<file path="src/rtl/hp_slot_pkg.sv">
package hp_slot_pkg;

  localparam int REG_W = 8;

  localparam logic [1:0] ADDR_CAP  = 2'd0;
  localparam logic [1:0] ADDR_CTRL = 2'd1;
  localparam logic [1:0] ADDR_STAT = 2'd2;

  typedef enum logic [1:0] {
    PS_OFF     = 2'd0,
    PS_RSTWAIT = 2'd1,
    PS_ON      = 2'd2,
    PS_DRAIN   = 2'd3
  } pwr_state_e;

  typedef struct packed {
    logic hide_sd;
    logic pwr_on;
    logic lsc_en;
    logic pdc_en;
  } slot_ctrl_t;

  // sticky bits: clear the ones written as 1, new events win over clear
  function automatic logic [2:0] f_w1c(input logic [2:0] cur,
                                       input logic [2:0] clr,
                                       input logic [2:0] set);
    return (cur & ~clr) | set;
  endfunction

  // status word layout: [5] link, [4] presence, [2:0] sticky events
  function automatic logic [REG_W-1:0] f_stat_word(input logic link,
                                                   input logic pres,
                                                   input logic [2:0] sticky);
    return {2'b00, link, pres, 1'b0, sticky};
  endfunction

endpackage

</file>
<file path="src/rtl/hp_presence_filter.sv">
module hp_presence_filter #(
  parameter int DEB_CYCLES = 16
) (
  input  logic clk,
  input  logic rst_n,
  input  logic prsnt_n_i,
  output logic present_o,
  output logic change_o
);
  localparam int CW = $clog2(DEB_CYCLES + 1);

  logic          raw_q;
  logic          present_q;
  logic          chg_q;
  logic [CW-1:0] cnt_q;
  logic          deb_hit;

  assign deb_hit = (cnt_q == CW'(DEB_CYCLES - 1));

  always_ff @(posedge clk or negedge rst_n) begin
    if (!rst_n) begin
      raw_q     <= 1'b0;
      present_q <= 1'b0;
      chg_q     <= 1'b0;
      cnt_q     <= '0;
    end else begin
      raw_q <= ~prsnt_n_i;
      chg_q <= 1'b0;
      if (raw_q == present_q) begin
        cnt_q <= '0;
      end else if (deb_hit) begin
        present_q <= raw_q;
        chg_q     <= 1'b1;
        cnt_q     <= '0;
      end else begin
        cnt_q <= cnt_q + 1'b1;
      end
    end
  end

  assign present_o = present_q;
  assign change_o  = chg_q;

  p_deb_follows_raw_r2: assert property (@(posedge clk) disable iff (!rst_n)
    (present_q != $past(present_q)) |-> (present_q == $past(raw_q)));

  p_chg_marks_edge_r2: assert property (@(posedge clk) disable iff (!rst_n)
    chg_q |-> (present_q != $past(present_q)));

endmodule

</file>
<file path="src/rtl/hp_power_seq.sv">
module hp_power_seq
  import hp_slot_pkg::*;
#(
  parameter int RST_DELAY = 100
) (
  input  logic clk,
  input  logic rst_n,
  input  logic present_i,
  input  logic power_ok_i,
  input  logic dual_port_i,
  output logic pwr_dis_o,
  output logic perst_n_o,
  output logic dual_en_o,
  output logic in_service_o
);
  localparam int CW = $clog2(RST_DELAY + 1);

  pwr_state_e    st_q, st_d;
  logic [CW-1:0] cnt_q;
  logic          want_on;

  assign want_on = present_i && power_ok_i;

  always_comb begin
    st_d = st_q;
    case (st_q)
      PS_OFF:     if (want_on) st_d = PS_RSTWAIT;
      PS_RSTWAIT: if (!want_on) st_d = PS_DRAIN;
                  else if (cnt_q == CW'(RST_DELAY - 1)) st_d = PS_ON;
      PS_ON:      if (!want_on) st_d = PS_DRAIN;
      default:    st_d = PS_OFF;
    endcase
  end

  always_ff @(posedge clk or negedge rst_n) begin
    if (!rst_n) begin
      st_q  <= PS_OFF;
      cnt_q <= '0;
    end else begin
      st_q  <= st_d;
      cnt_q <= (st_q == PS_RSTWAIT) ? cnt_q + 1'b1 : '0;
    end
  end

  assign pwr_dis_o    = (st_q == PS_OFF);
  assign perst_n_o    = (st_q == PS_ON);
  assign in_service_o = (st_q == PS_ON);
  assign dual_en_o    = ((st_q == PS_RSTWAIT) || (st_q == PS_ON)) && dual_port_i;

  p_rst_after_power_r3: assert property (@(posedge clk) disable iff (!rst_n)
    $rose(perst_n_o) |-> $past(!pwr_dis_o));

  p_cut_after_reset_r4: assert property (@(posedge clk) disable iff (!rst_n)
    $rose(pwr_dis_o) |-> $past(!perst_n_o));

  p_dual_needs_power_r5: assert property (@(posedge clk) disable iff (!rst_n)
    dual_en_o |-> !pwr_dis_o);

endmodule

</file>
<file path="src/rtl/hp_slot_regs.sv">
module hp_slot_regs
  import hp_slot_pkg::*;
#(
  parameter bit HP_CAPABLE = 1'b1,
  parameter bit PWR_CTRL   = 1'b1
) (
  input  logic             clk,
  input  logic             rst_n,
  input  logic             present_i,
  input  logic             pres_chg_i,
  input  logic             in_service_i,
  input  logic             link_up_i,
  input  logic             reg_we_i,
  input  logic [1:0]       reg_addr_i,
  input  logic [REG_W-1:0] reg_wdata_i,
  output logic [REG_W-1:0] reg_rdata_o,
  output logic             power_ok_o,
  output logic             sd_err_o,
  output logic             irq_o
);
  slot_ctrl_t ctrl_q;
  logic [2:0] sticky_q;
  logic [2:0] set_evt;
  logic       link_q;
  logic       sd_err_q;
  logic       lsc_evt;
  logic       link_fall;
  logic       sd_evt;
  logic       stat_wr;
  logic       unused_wbits;

  assign unused_wbits = ^reg_wdata_i[REG_W-1:4];

  assign lsc_evt   = link_q ^ link_up_i;
  assign link_fall = link_q & ~link_up_i;
  assign sd_evt    = (link_fall && in_service_i) || (pres_chg_i && !present_i && link_q);
  assign stat_wr   = reg_we_i && (reg_addr_i == ADDR_STAT);

  assign set_evt[0] = pres_chg_i && HP_CAPABLE && ctrl_q.pdc_en;
  assign set_evt[1] = lsc_evt && HP_CAPABLE && ctrl_q.lsc_en;
  assign set_evt[2] = sd_evt && !ctrl_q.hide_sd;

  always_ff @(posedge clk or negedge rst_n) begin
    if (!rst_n) begin
      ctrl_q   <= '0;
      sticky_q <= '0;
      link_q   <= 1'b0;
      sd_err_q <= 1'b0;
    end else begin
      link_q   <= link_up_i;
      sd_err_q <= set_evt[2];
      if (reg_we_i && (reg_addr_i == ADDR_CTRL))
        ctrl_q <= slot_ctrl_t'(reg_wdata_i[3:0]);
      sticky_q <= f_w1c(sticky_q, stat_wr ? reg_wdata_i[2:0] : 3'b000, set_evt);
    end
  end

  always_comb begin
    case (reg_addr_i)
      ADDR_CAP:  reg_rdata_o = {6'b0, PWR_CTRL, HP_CAPABLE};
      ADDR_CTRL: reg_rdata_o = {4'b0, ctrl_q};
      ADDR_STAT: reg_rdata_o = f_stat_word(link_q, present_i, sticky_q);
      default:   reg_rdata_o = '0;
    endcase
  end

  assign power_ok_o = !PWR_CTRL || ctrl_q.pwr_on;
  assign sd_err_o   = sd_err_q;
  assign irq_o      = (sticky_q[0] && ctrl_q.pdc_en) || (sticky_q[1] && ctrl_q.lsc_en);

  p_w1c_clears_r6: assert property (@(posedge clk) disable iff (!rst_n)
    (stat_wr && reg_wdata_i[0] && !set_evt[0]) |=> !sticky_q[0]);

  p_sticky_holds_r6: assert property (@(posedge clk) disable iff (!rst_n)
    (sticky_q[1] && !(stat_wr && reg_wdata_i[1])) |=> sticky_q[1]);

  p_hidden_sd_silent_r8: assert property (@(posedge clk) disable iff (!rst_n)
    sd_err_q |-> !$past(ctrl_q.hide_sd));

  p_irq_has_source_r7: assert property (@(posedge clk) disable iff (!rst_n)
    irq_o |-> (sticky_q[1:0] != 2'b00));

endmodule

</file>
<file path="src/rtl/hp_slot_ctrl.sv">
module hp_slot_ctrl
  import hp_slot_pkg::*;
#(
  parameter int DEB_CYCLES = 16,
  parameter int RST_DELAY  = 100,
  parameter bit HP_CAPABLE = 1'b1,
  parameter bit PWR_CTRL   = 1'b1
) (
  input  logic             clk,
  input  logic             rst_n,
  input  logic             prsnt_n_i,
  input  logic             link_up_i,
  input  logic             dual_port_i,
  input  logic             reg_we_i,
  input  logic [1:0]       reg_addr_i,
  input  logic [REG_W-1:0] reg_wdata_i,
  output logic [REG_W-1:0] reg_rdata_o,
  output logic             pwr_dis_o,
  output logic             perst_n_o,
  output logic             dual_port_en_o,
  output logic             sd_err_o,
  output logic             irq_o
);
  logic present;
  logic pres_chg;
  logic power_ok;
  logic in_service;

  hp_presence_filter #(.DEB_CYCLES(DEB_CYCLES)) u_filter (
    .clk       (clk),
    .rst_n     (rst_n),
    .prsnt_n_i (prsnt_n_i),
    .present_o (present),
    .change_o  (pres_chg)
  );

  hp_power_seq #(.RST_DELAY(RST_DELAY)) u_seq (
    .clk          (clk),
    .rst_n        (rst_n),
    .present_i    (present),
    .power_ok_i   (power_ok),
    .dual_port_i  (dual_port_i),
    .pwr_dis_o    (pwr_dis_o),
    .perst_n_o    (perst_n_o),
    .dual_en_o    (dual_port_en_o),
    .in_service_o (in_service)
  );

  hp_slot_regs #(.HP_CAPABLE(HP_CAPABLE), .PWR_CTRL(PWR_CTRL)) u_regs (
    .clk          (clk),
    .rst_n        (rst_n),
    .present_i    (present),
    .pres_chg_i   (pres_chg),
    .in_service_i (in_service),
    .link_up_i    (link_up_i),
    .reg_we_i     (reg_we_i),
    .reg_addr_i   (reg_addr_i),
    .reg_wdata_i  (reg_wdata_i),
    .reg_rdata_o  (reg_rdata_o),
    .power_ok_o   (power_ok),
    .sd_err_o     (sd_err_o),
    .irq_o        (irq_o)
  );

  p_service_implies_present_r4: assert property (@(posedge clk) disable iff (!rst_n)
    (perst_n_o && !present) |=> !perst_n_o);

endmodule

</file>
<file path="config.mk">
export PLATFORM = sky130hd
export DESIGN_NAME = hp_slot_ctrl
export DESIGN_NICKNAME = d
export VERILOG_FILES = /design/src/rtl/hp_slot_pkg.sv /design/src/rtl/hp_presence_filter.sv /design/src/rtl/hp_power_seq.sv /design/src/rtl/hp_slot_regs.sv /design/src/rtl/hp_slot_ctrl.sv
export SDC_FILE = /design/constraint.sdc
export NUM_CORES = 1
export LEC_CHECK = 0
export ABC_AREA = 1
export BUFFER_PORTS_ARGS = -buffer_cell sky130_fd_sc_hd__buf_4
export CAP_MARGIN = 20
export CORE_MARGIN = 2
export CORE_UTILIZATION = 56
export DETAILED_ROUTE_END_ITERATION = 8
export PLACE_DENSITY = 0.82
export SLEW_MARGIN = 20
export SYNTH_ARGS = -nofsm -noshare
export SYNTH_HDL_FRONTEND = slang
export SYNTH_SLANG_ARGS = --single-unit
</file>
<file path="constraint.sdc">
create_clock -name clk -period 2.15 [get_ports clk]
set_clock_uncertainty 0.1 [all_clocks]
set_input_delay 0.43 -clock clk [delete_from_list [all_inputs] [get_ports clk]]
set_output_delay 0.43 -clock clk [all_outputs]
set_load 0.02 [all_outputs]
</file>
Yosys cells after proc, flatten, opt, wreduce, memory -nomap -nowiden
Cells that the tools add are included.
{"block": "word_totals", "input_bits": 16, "ff_bits": 26, "word_cells": 66, "out_inout_bits": 13}
{"block": "op_classes", "addsub": 2, "reduce_logical": 21, "n_eq_ne": 10, "mux": 12, "n_bitwise": 8}
{"op": "6-bit case mux with 3 select lines", "n": 1}
{"op": "1-bit logical AND", "n": 12}
{"op": "5-bit 2-to-1 mux", "n": 2}
{"op": "2-bit 2-to-1 mux", "n": 4}
{"op": "7-bit by 1-bit adder with 7-bit output (second input constant)", "n": 1}
{"op": "7-bit equality test (second input constant)", "n": 1}
{"op": "7-bit 2-to-1 mux", "n": 1}
{"op": "2-bit case mux with 3 select lines", "n": 1}
{"op": "5-bit by 1-bit adder with 5-bit output (second input constant)", "n": 1}
{"op": "5-bit by 4-bit equality test with 1-bit output (second input constant)", "n": 1}
{"op": "2-bit by 1-bit equality test with 1-bit output (second input constant)", "n": 2}
{"op": "2-bit equality test (second input constant)", "n": 2}
{"op": "2-bit logical NOT", "n": 2}
{"op": "3-bit AND", "n": 1}
{"op": "1-bit logical OR", "n": 3}
{"op": "3-bit 2-to-1 mux", "n": 1}
{"op": "3-bit inequality test (second input constant)", "n": 1}
{"op": "1-bit NOT", "n": 3}
{"op": "3-bit NOT", "n": 1}
{"op": "3-bit OR", "n": 1}
{"op": "3-bit AND reduction", "n": 1}
{"op": "1-bit logical NOT", "n": 2}
{"op": "1-bit 2-to-1 mux", "n": 2}
{"op": "2-bit by 1-bit inequality test with 1-bit output (second input constant)", "n": 1}
{"op": "other kinds (5)", "n": 5}

Longest topological paths before layout
Gate-level depths: netlist (run 1).
{"block": "logic_depth", "word_depth": 6, "depth_mapped": 9, "mapped_depth_nobuf": 9}

Modules after synthesis
A second synthesis (run 1) with hierarchy kept.
{"block": "unflattened", "cells_unflattened": 172, "hier_area_um2": 1348.8}
{"module": "hp_power_seq", "n_inst": 1, "seq_area_each_um2": 225.2, "area_per_inst_um2": 519.2, "cells_each": 66}
{"module": "hp_slot_regs", "n_inst": 1, "seq_area_each_um2": 225.2, "area_per_inst_um2": 495.5, "cells_each": 68}
{"module": "hp_presence_filter", "n_inst": 1, "seq_area_each_um2": 200.2, "area_per_inst_um2": 334.1, "cells_each": 38}

Least setup slack after synthesis (run 1)
No wires, ideal clock.
{"block": "synth_path", "path_type": "in2out", "from": "input reg_addr_i[0]", "to": "output reg_rdata_o[3]", "t_arrival_ns": 0.951, "required_time_ns": 1.620, "slack_ns": 0.669, "path_buffers": 0, "cell_stages": 2, "path_cell_list": "inv_2 > nor3_1"}
{"block": "synth_via", "elab_chain_cells": 2, "elab_cells_between_ends": 4}
{"item": "start, declared", "line": "hp_slot_ctrl.sv:15", "source": "input logic [1:0] reg_addr_i,"}
{"item": "2-bit equality test, or another cell as far along", "line": "hp_slot_regs.sv:59", "source": "case (reg_addr_i)"}
{"item": "6-bit case mux with 3 select lines *", "line": "hp_slot_regs.sv:59"}
{"item": "end, declared", "line": "hp_slot_ctrl.sv:17", "source": "output logic [REG_W-1:0] reg_rdata_o,"}
Mark *: on every way between the ends. The rest lies on a longest branch, timed or not.

Final worst setup path (run 1)
{"block": "layout_path", "from": "register u_seq.st_q[0]", "to": "output dual_port_en_o"}
{"block": "layout_via", "elab_chain_cells": 3, "elab_cells_between_ends": 4}
{"item": "start, declared", "line": "hp_power_seq.sv:18", "source": "pwr_state_e st_q, st_d;"}
{"item": "start signal, assigned", "line": "hp_power_seq.sv:40", "source": "st_q <= st_d;"}
{"item": "2-bit by 1-bit equality test with 1-bit output or 2-bit equality test (tied branches)", "line": "hp_power_seq.sv:48", "source": "assign dual_en_o = ((st_q == PS_RSTWAIT) || (st_q == PS_ON)) && dual_port_i;"}
{"item": "1-bit logical OR *", "line": "hp_power_seq.sv:48"}
{"item": "1-bit logical AND *", "line": "hp_power_seq.sv:48"}
{"item": "end, declared", "line": "hp_slot_ctrl.sv:20", "source": "output logic dual_port_en_o,"}
Marked as above.

==> results of run 1 <==
==> layer usage <==
layer | GRT usage [%] | routed length, µm | vias up
met1 | 22.8 | 1020 | 488
met3 | 3.74 | 96 | 4
met2 | 43.7 | 1330 | 23
met4 | 9.65 | 35 | 0
met5 | 0 | 0 | -
li1 | - | - | 516
==> worst paths after layout <==
path | from | endpoint | slack, ns
worst max-delay path | u_seq.st_q[0] | dual_port_en_o | 0.20
max in group asynchronous | rst_n | u_filter.present_o | 1.28
worst max register to register | u_seq.st_q[1] | u_seq.st_q[0] | 0.72
worst min-delay path | link_up_i | u_regs.link_q | 0.12
worst min register to register | u_regs.ctrl_q[3] | u_regs.sd_err_o | 0.35
min in group asynchronous | rst_n | u_seq.cnt_q[0] | 0.43
==> cells in the mapped netlist <==
| master | number |
|---|---|
| a21oi_2 | 1 |
| nor2_4 | 1 |
| o21ai_1 | 8 |
| nand3_1 | 7 |
| o21ai_0 | 5 |
| nor3_1 | 3 |
| ha_1 | 7 |
| xnor2_2 | 1 |
| conb_1 | 1 |
| inv_1 | 23 |
| xor2_1 | 1 |
| nor2_2 | 3 |
| dfrtp_1 | 26 |
| buf_4 | 2 |
| a22o_1 | 2 |
| and3_1 | 1 |
| a21oi_1 | 9 |
| inv_2 | 3 |
| nand2_1 | 27 |
| nor2_1 | 15 |
| nand2_2 | 4 |
==> worst register-to-register path, cell delays in order, from the launching register on <==
cell     delay, ns
dfrtp_1       0.45
inv_1         0.10
ha_1          0.30
a21oi_1       0.12
a21oi_1       0.16
nand2_1       0.08
nand2_1       0.06
==> sequential cells by signal (all words and copies together), names as in the netlist <==
name	flops
u_filter.present_o	1
u_filter.cnt_q	5
u_regs.sd_err_o	1
u_filter.change_o	1
u_regs.sticky_q	3
u_filter.raw_q	1
u_regs.ctrl_q	3
u_seq.cnt_q	7
u_regs.power_ok_o	1
u_seq.st_q	2
u_regs.link_q	1
==> cell families after synthesis <==
family	count (synthesis)	synth area share [%]
and+or+nand+nor	61	20.9
adders and majority gates	7	6.82
buffers and inverters	28	8.76
DFF	26	50.6
xor gates and xnor gates	2	1.95
other	1	0.292
AOI/OAI and AO/OA	25	10.6
==> metrics by stage <==
| step | power (mW) | std cells | setup WS (ns) | instance area [µm²] | hold slack (ns) |
|---|---|---|---|---|---|
| 2_1_floorplan | 0.941 | 151 | 0.669 | 1290 | 0.0344 |
| 3_3_place_gp | 1.08 | 199 | 0.591 | 1470 | 0.250 |
| 3_5_place_dp | 1.11 | 199 | 0.570 | 1470 | 0.254 |
| 4_1_cts | 1.45 | 204 | 0.191 | 1540 | 0.107 |
| 5_1_grt | 1.55 | 204 | 0.126 | 1540 | 0.0868 |
| 6_report | 1.44 | 204 | 0.199 | 1540 | 0.119 |
==> area by class of cell <==
type,count,area share [%]
Sequential cell,26,42.3
Multi-Input combinational cell,97,34.2
Timing Repair Buffer,23,11.4
Inverter,26,6.35
Tap cell,28,2.28
Clock inverter,1,1.95
Clock buffer,3,1.47
==> cell usage in the layout, fill, tap and decap left out, types with 2 or more instances in the layout <==
| cell type | n |
|---|---|
| a21oi_1 | 9 |
| a22o_1 | 2 |
| buf_4 | 22 |
| clkbuf_4 | 3 |
| conb_1 | 2 |
| dfrtp_1 | 26 |
| ha_1 | 7 |
| inv_1 | 23 |
| inv_2 | 3 |
| nand2_1 | 27 |
| nand2_2 | 4 |
| nand3_1 | 7 |
| nor2_1 | 15 |
| nor2_2 | 3 |
| nor3_1 | 3 |
| o21ai_0 | 5 |
| o21ai_1 | 8 |
==> power by group <==
group          internal (mW)  total, mW  switching, mW
clock network          0.189      0.333          0.145
logic                  0.195      0.486          0.291
registers              0.559      0.622         0.0625
total                  0.943       1.44          0.498
==> qor.yml, run 1 <==
ys_seq_area_share_pct: 50.6
cp_slowest_cell: "dfrtp_1"
cts_root_buffer: "clkbuf_4"
layout-drive-gt1-share_pct: 22.2
grt_antenna_before_repair: 0
synth_area_um2: 1280
tns_ns: 0
initial_core_util_pct: 58.7
cap_violations: 0
drt-wirelength-per-cell_um: 12.2
multi_input_area_um2: 526
max_freq_mhz: 513
coreArea_um2: 2190
drc: 0
hold_viol: 0
finalCriticalPeriod_ns: 1.95
routed_wl_mm: 2.49
rsz0062_at_grt: "no"
vias: 1031
ir_drop_mv: 0.591
fillers: 167
clock_latency_ns: 0.32
clockBufferDepth: 2
cpPeakStageDelay_ns: 0.44
final_util_pct: 70.1
synthCells: 150
cts.clk_slew.worst_paths_ns: 0.14
cp-start-kind: "flop"
regArea_um2: 651
nets: 200
syn_area_per_cell_um2: 8.57
die_x_um: 51.9
dr.pass1.iters: 4
place_congestion: 0.788
cts_resized: 0
initialDrtViolationCount: 20
path_depth: 5
endpoint_kind: "output pin"
setup_viol: 0
worstSetupPathType: "reg2out"
critPathBufInv: 3
ff2ff_path_depth: 6
arrival_ns: 1.42
post_cts_buffers: 0
dieArea_um2: 2690
rows: 17
finalCritPeriodShare_pct: 90.7
hpwl_mm: 1.94
numCtsBuffers: 3
grt_pass1_vias: 1074
port_buffers: 22
detail-route-antenna-nets: 0
grt_max_degree: 27
path_cells: "inv_1 -> ha_1 -> nand2_1 -> inv_1 -> buf_4"
required_ns: 1.62
cts_tree: "yes"
whs_path_depth: 1
maxSlewViolCount: 0
antenna_cells: 0
vias_per_cell: 5.05
outcome: "finished clean"
cts_sinks: 26
areaGrowthSynthToFinish_pct: 19.6
ctsHoldBuffers: 1
yosys_warnings: 0
pin_count: 29
holdCritPathClass: "in2reg"
synth.area.top_cells: "dfrtp_1 51%, nand2_1 7.9%, ha_1 6.8%"
grt_pass1_wl_mm: 4.37
cp_max_fo: 4
grt_overflow: 0
die_y_um: 51.9
grt_use_total_pct: 22.4
synth.distinct_cells: 21
synth.ff_latch_count: 26
leakagePower_nw: 0.819
yosysTopAreaCellShare_pct: 50.6
power_density_nw_per_um2: 938
synth_top_cell_by_area: "dfrtp_1"
critPathTopFamily: "flip-flops"
h-tree-depth: 1
crit_path_frequent_cell: "inv_1"
Power figures use the tool's default switching activity.
==> run 2: changes to the inputs <==
HOLD_SLACK_MARGIN = 0.12   (was not set)
==> qor.yml, run 2 (synthesis results as in run 1) <==
outcome: "finished clean"  # unchanged
die_x_um: 51.9  # unchanged
setup_slack_ns: 0.199  # about the same
antenna_cells: 0  # unchanged
ir_drop_mv: 0.591  # about the same
pre_cts_slack_ns: 0.570  # unchanged
nets: 202  # was 200
arrival_ns: 1.42  # about the same
critPathBufInv: 3  # unchanged
dr.pass1.iters: 4  # unchanged
detail-route-antenna-nets: 0  # unchanged
regArea_um2: 651  # unchanged
coreArea_um2: 2190  # unchanged
initial_core_util_pct: 58.7  # unchanged
tns_ns: 0  # unchanged
hold_viol: 0  # unchanged
whs_path_depth: 3  # was 1
post_cts_buffers: 0  # unchanged
power.total_mw: 1.44  # about the same
finalCriticalPeriod_ns: 1.95  # about the same
hpwl_mm: 1.94  # unchanged
endpoint_kind: "output pin"  # unchanged
cpPeakStageDelay_ns: 0.44  # about the same
cts.clk_slew.worst_paths_ns: 0.14  # about the same
finalCritPeriodShare_pct: 90.7  # about the same
areaGrowthSynthToFinish_pct: 21.1  # was 19.6%
clock_latency_ns: 0.32  # about the same
fillers: 164  # was 167
rsz0062_at_grt: "no"  # unchanged
switchingPower_mw: 0.499  # was 0.498 mW
grt_max_degree: 27  # unchanged
ff2ff_path_depth: 6  # unchanged
hold_end: "u_regs.ctrl_q[3]"  # was u_regs.link_q
worstHoldStart: "reg_wdata_i[3]"  # was link_up_i
power_density_nw_per_um2: 928  # was 938 nW/µm²
critPathTopFamily: "flip-flops"  # unchanged
r2r_end: "u_seq.st_q[0]"  # unchanged
holdCritPathClass: "in2reg"  # unchanged
cap_violations: 0  # unchanged
place_congestion: 0.788  # unchanged
grt_pass1_wl_mm: 4.37  # unchanged
crit_path_frequent_cell: "inv_1"  # unchanged
h-tree-depth: 1  # unchanged
clockBufferDepth: 2  # unchanged
cts_root_buffer: "clkbuf_4"  # unchanged
regToRegSetupSlack_ns: 0.72  # about the same
place_inst: 199  # unchanged
pin_count: 29  # unchanged
numCtsBuffers: 3  # unchanged
grt_antenna_before_repair: 0  # unchanged
maxSlewViolCount: 0  # unchanged
cts_sinks: 26  # unchanged
setup_viol: 0  # unchanged
dieArea_um2: 2690  # unchanged
vias: 1040  # was 1,031
swShare_pct: 34.5  # was 34.6%
final_common_cell: "nand2_1"  # unchanged
grt_overflow: 0  # unchanged
worstSetupPathType: "reg2out"  # unchanged
drt-wirelength-per-cell_um: 12.1  # was 12.2 µm
grt_pass1_vias: 1074  # unchanged
layout-drive-gt1-share_pct: 21.9  # was 22.2%
max_freq_mhz: 513  # about the same
path_cells: "inv_1 -> ha_1 -> nand2_1 -> inv_1 -> buf_4"  # unchanged
cp_slowest_cell: "dfrtp_1"  # unchanged
leakagePower_nw: 0.827  # was 0.819 nW
seqPwrFrac_pct: 43.1  # about the same
instances_no_fill: 206  # was 204
place_area_um2: 1470  # unchanged
drc: 0  # unchanged
die_y_um: 51.9  # unchanged
initialDrtViolationCount: 20  # unchanged
mostFrequentLayoutCells: "27 x nand2_1, 26 x dfrtp_1, 23 x inv_1, 22 x buf_4, 15 x nor2_1"  # unchanged
vias_per_cell: 5.05  # about the same
reg.largest.list: "u_seq.cnt_q x7, u_filter.cnt_q x5"  # unchanged
largest_reg_flops: 7  # unchanged
grt_use_total_pct: 22.4  # unchanged
final_area_um2: 1560  # was 1540 µm²
cts_tree: "yes"  # unchanged
top_register: "u_seq.cnt_q"  # unchanged
pwr-share-clk_pct: 23.1  # about the same
multi_input_area_um2: 526  # unchanged
p_int_mw: 0.945  # was 0.943 mW
required_ns: 1.62  # about the same
port_buffers: 22  # unchanged
r2r-start: "u_seq.st_q[1]"  # unchanged
cp_max_fo: 4  # unchanged
routed_wl_mm: 2.49  # about the same
cp-start-kind: "flop"  # unchanged
rows: 17  # unchanged
power.share.combinational_pct: 33.9  # was 33.7%
-- run 2: cell type report --
cell class                 instances  area share, %
sequential                        26           41.8
multi-input combinational         97           33.8
timing repair buffer              25           12.5
inverter                          26           6.27
tap                               28           2.25
clock inverter                     1           1.93
clock buffer                       3           1.45
-- run 2: per-layer routing --
metal / track usage (%) / part of all wire [%] / up-vias
li1: - / - / 520
met4: 9.65 / 1.4 / 0
met5: 0 / 0 / -
met3: 3.74 / 4.0 / 4
met2: 43.7 / 53 / 25
met1: 22.8 / 41 / 491
-- run 2: worst max-delay path by stage --
stage / slack [ns] / depth (start not counted) / start / end
global placement: 0.59 / 5 / reg_addr_i[1] / reg_rdata_o[2]
CTS: 0.19 / 5 / u_seq.st_q[0] / dual_port_en_o
finish: 0.20 / 5 / u_seq.st_q[0] / dual_port_en_o
floorplan: 0.67 / 2 / reg_addr_i[0] / reg_rdata_o[3]
global route: 0.13 / 5 / u_seq.st_q[0] / dual_port_en_o
detailed placement: 0.57 / 5 / u_seq.st_q[0] / dual_port_en_o
-- run 2: repair_timing --
| action | 4_1_cts | 5_1_grt |
|---|---|---|
| hold buffers | 3 | 0 |
| endpoints found under the hold margin | 28 | 0 |
| gates resized for setup | 0 | 0 |
-- run 2: through the flow --
step / hold slack (ns) / utilization, %
2_1_floorplan: 0.0344 / -
3_3_place_gp: 0.250 / 67.3
3_5_place_dp: 0.254 / 67.3
4_1_cts: 0.236 / 71.0
5_1_grt: 0.258 / 71.0
6_report: 0.249 / 71.0
-- run 2: power by group through the flow --
stage / sequential (mW) / clock, mW / combinational, mW
2_1_floorplan: 0.613 / 0 / 0.328
3_3_place_gp: 0.623 / 0 / 0.453
3_5_place_dp: 0.628 / 0 / 0.485
4_1_cts: 0.619 / 0.341 / 0.491
5_1_grt: 0.631 / 0.363 / 0.555
6_report: 0.622 / 0.333 / 0.489
-- run 2: worst min-delay path, delay by kind of cell --
| family | cells | cell delay, ns |
|---|---|---|
| AOI/OAI and AO/OA | 1 | 0.10 |
| buffers and inverters | 1 | 0.08 |
| and+or+nand+nor | 1 | 0.03 |
==> run 3: changes to the inputs <==
ABC_AREA = not set   (was 1)
CORE_UTILIZATION = 57   (was 56)
PLACE_DENSITY = 0.83   (was 0.82)
==> qor.yml, run 3 <==
critPathTopFamily: "flip-flops"  # unchanged
areaGrowthSynthToFinish_pct: 19.9  # was 21.1%
pin_count: 29  # unchanged
cp_max_fo: 4  # unchanged
initialDrtViolationCount: 12  # was 20
grt_antenna_before_repair: 0  # unchanged
rows: 17  # unchanged
synthCells: 120  # was 150
yosysMostFrequentCell: "dfrtp_1"  # was nand2_1
multi_input_area_um2: 611  # was 526 µm²
numCtsBuffers: 3  # unchanged
ff2ff_path_depth: 6  # unchanged
cts_root_buffer: "clkbuf_4"  # unchanged
whs_path_depth: 2  # was 3
synth_area_um2: 1310  # was 1280 µm²
initial_core_util_pct: 59.8  # was 58.7%
cp-start-kind: "flop"  # unchanged
hold_end: "u_regs.ctrl_q[1]"  # was u_regs.ctrl_q[3]
synth.area.top_cells: "dfrtp_1 50%, ha_1 6.7%, nand3_1 3.4%"  # was dfrtp_1 51%, nand2_1 7.9%, ha_1 6.8%
switchingPower_mw: 0.255  # was 0.499 mW
grt_overflow: 0  # unchanged
hold_viol: 0  # unchanged
antenna_cells: 0  # unchanged
clockBufferDepth: 2  # unchanged
cp_slowest_cell: "dfrtp_1"  # unchanged
largest_reg_flops: 7  # unchanged
endpoint_kind: "output pin"  # unchanged
nets: 171  # was 202
vias_per_cell: 5.73  # was 5.05
layout-drive-gt1-share_pct: 23.1  # was 21.9%
coreArea_um2: 2190  # unchanged
leakagePower_nw: 0.776  # was 0.827 nW
synth_common_cells: "26 x dfrtp_1, 12 x nor2_1, 9 x nand3_1"  # was 27 x nand2_1, 26 x dfrtp_1, 23 x inv_1
final_area_um2: 1570  # was 1560 µm²
regToRegSetupSlack_ns: 0.36  # was 0.72 ns
cts_sinks: 26  # unchanged
swShare_pct: 24.9  # was 34.5%
finalCritPeriodShare_pct: 91.8  # was 90.7%
grt_use_total_pct: 22.8  # was 22.4%
maxSlewViolCount: 0  # unchanged
required_ns: 1.62  # about the same
yosysTopAreaCellShare_pct: 49.7  # was 50.6%
synth_ff_type: "dfrtp_1"  # unchanged
pwr-share-clk_pct: 33.9  # was 23.1%
async_flop_share_pct: 100  # unchanged
cts.clk_slew.worst_paths_ns: 0.15  # was 0.14 ns
drt-wirelength-per-cell_um: 15.3  # was 12.1 µm
mostFrequentLayoutCells: "26 x dfrtp_1, 22 x buf_4, 12 x nor2_1, 9 x nand3_1"  # was 27 x nand2_1, 26 x dfrtp_1, 23 x inv_1, 22 x buf_4, 15 x nor2_1
tns_ns: 0  # unchanged
grt_max_degree: 27  # unchanged
yosys_warnings: 0  # unchanged
outcome: "finished clean"  # unchanged
rsz0062_at_grt: "no"  # unchanged
grt_pass1_vias: 955  # was 1,074
synth.ff_latch_count: 26  # unchanged
p_int_mw: 0.767  # was 0.945 mW
finalCriticalPeriod_ns: 1.97  # was 1.95 ns
setup_viol: 0  # unchanged
synth.distinct_cells: 36  # was 21
post_cts_buffers: 0  # unchanged
die_x_um: 51.9  # about the same
clock_latency_ns: 0.34  # was 0.32 ns
port_buffers: 22  # unchanged
top_register: "u_seq.cnt_q"  # unchanged
critPathBufInv: 2  # was 3
r2r-start: "u_seq.st_q[1]"  # unchanged
regArea_um2: 651  # unchanged
seqPwrFrac_pct: 53.1  # was 43.1%
path_cells: "inv_1 -> ha_1 -> and2_1 -> buf_4"  # was inv_1 -> ha_1 -> nand2_1 -> inv_1 -> buf_4
syn_area_per_cell_um2: 10.9  # was 8.57 µm²
worstHoldStart: "reg_wdata_i[1]"  # was reg_wdata_i[3]
power.share.combinational_pct: 13.0  # was 33.9%
reg.largest.list: "u_seq.cnt_q x7, u_filter.cnt_q x5"  # unchanged
hpwl_mm: 1.97  # was 1.94 mm
cpPeakStageDelay_ns: 0.42  # was 0.44 ns
fillers: 161  # was 164
place_congestion: 0.813  # was 0.788
drc: 0  # unchanged
r2r_end: "u_seq.st_q[1]"  # was u_seq.st_q[0]
h-tree-depth: 1  # unchanged
worstSetupPathType: "reg2out"  # unchanged
ys_seq_area_share_pct: 49.7  # was 50.6%
synth_top_cell_by_area: "dfrtp_1"  # unchanged
grt_pass1_wl_mm: 4.37  # unchanged
cap_violations: 0  # unchanged
final_common_cell: "dfrtp_1"  # was nand2_1
cts_tree: "yes"  # unchanged
routed_wl_mm: 2.67  # was 2.49 mm
die_y_um: 51.9  # about the same
power_density_nw_per_um2: 651  # was 928 nW/µm²
max_freq_mhz: 507  # was 513 MHz
ctsHoldBuffers: 3  # unchanged
detail-route-antenna-nets: 0  # unchanged
synth-edff-count: 0  # unchanged
cts_resized: 0  # unchanged
arrival_ns: 1.44  # was 1.42 ns
dieArea_um2: 2700  # was 2690 µm²
dr.pass1.iters: 4  # unchanged
place_area_um2: 1490  # was 1470 µm²
holdCritPathClass: "in2reg"  # unchanged
ir_drop_mv: 0.461  # was 0.591 mV
vias: 1002  # was 1,040
## run 3: changes by cell type after synthesis, sizes merged, moves of 3 or more
cell	before	now
and2	0	5
nor2b	0	3
nor2	19	12
xor2	1	4
o21ai	13	4
nand2	31	5
a21oi	10	6
inv	26	7
mux2	0	6
## run 3: per-stage QoR
step	instances	power [mW]	worst slack, ns	hold slack, ns	util, %
after floorplan	121	0.614	0.503	0.0344	-
after global placement	168	0.671	0.401	0.248	67.9
after detailed placement	168	0.679	0.328	0.249	67.9
after CTS	175	1.02	0.166	0.205	71.7
after global routing	175	1.05	0.0669	0.203	71.7
final	175	1.02	0.177	0.199	71.7
## run 3: cell families after synthesis
| logic type | after synthesis | share of synthesized area (%) |
|---|---|---|
| AO/OA/AOI/OAI | 19 | 10.3 |
| XOR/XNOR | 7 | 4.68 |
| adder cells (fa/ha/maj) | 7 | 6.69 |
| buffers and inverters | 10 | 4.01 |
| flip-flops | 26 | 49.7 |
| multiplexers | 6 | 5.44 |
| other | 1 | 0.286 |
| AND/OR/NAND/NOR | 44 | 18.9 |
## run 3: worst max path at each step
| stage | start | to | slack, ns | cells past startpoint |
|---|---|---|---|---|
| after floorplan | u_seq.st_q[0] | u_seq.st_q[0] | 0.50 | 5 |
| after global placement | reg_addr_i[0] | reg_rdata_o[2] | 0.40 | 4 |
| after detailed placement | reg_addr_i[0] | reg_rdata_o[2] | 0.33 | 4 |
| after CTS | u_seq.st_q[0] | dual_port_en_o | 0.17 | 4 |
| after global routing | u_seq.st_q[0] | dual_port_en_o | 0.07 | 4 |
| final | u_seq.st_q[0] | dual_port_en_o | 0.18 | 4 |
## run 3: layer usage
layer	track usage [%]	up-vias	routed length [µm]
met5	0	-	0
met4	9.21	0	44
met3	3.45	5	89
met2	41.8	29	1480
met1	26.2	506	1050
li1	-	462	-
## run 3: power by group through the flow
stage | logic, mW | clock network (mW) | registers (mW)
global placement | 0.124 | 0 | 0.547
detailed placement | 0.129 | 0 | 0.550
floorplan | 0.0723 | 0 | 0.542
CTS | 0.134 | 0.346 | 0.542
finish | 0.133 | 0.347 | 0.543
global route | 0.147 | 0.360 | 0.546
## run 3: cell type report
cell class / count / area share (%)
clock buffers: 3 / 1.43
clock inverters: 1 / 1.91
inverters: 7 / 1.67
multi-input cells: 85 / 38.9
flip-flops and latches: 26 / 41.4
well taps: 28 / 2.23
repair buffers: 25 / 12.4
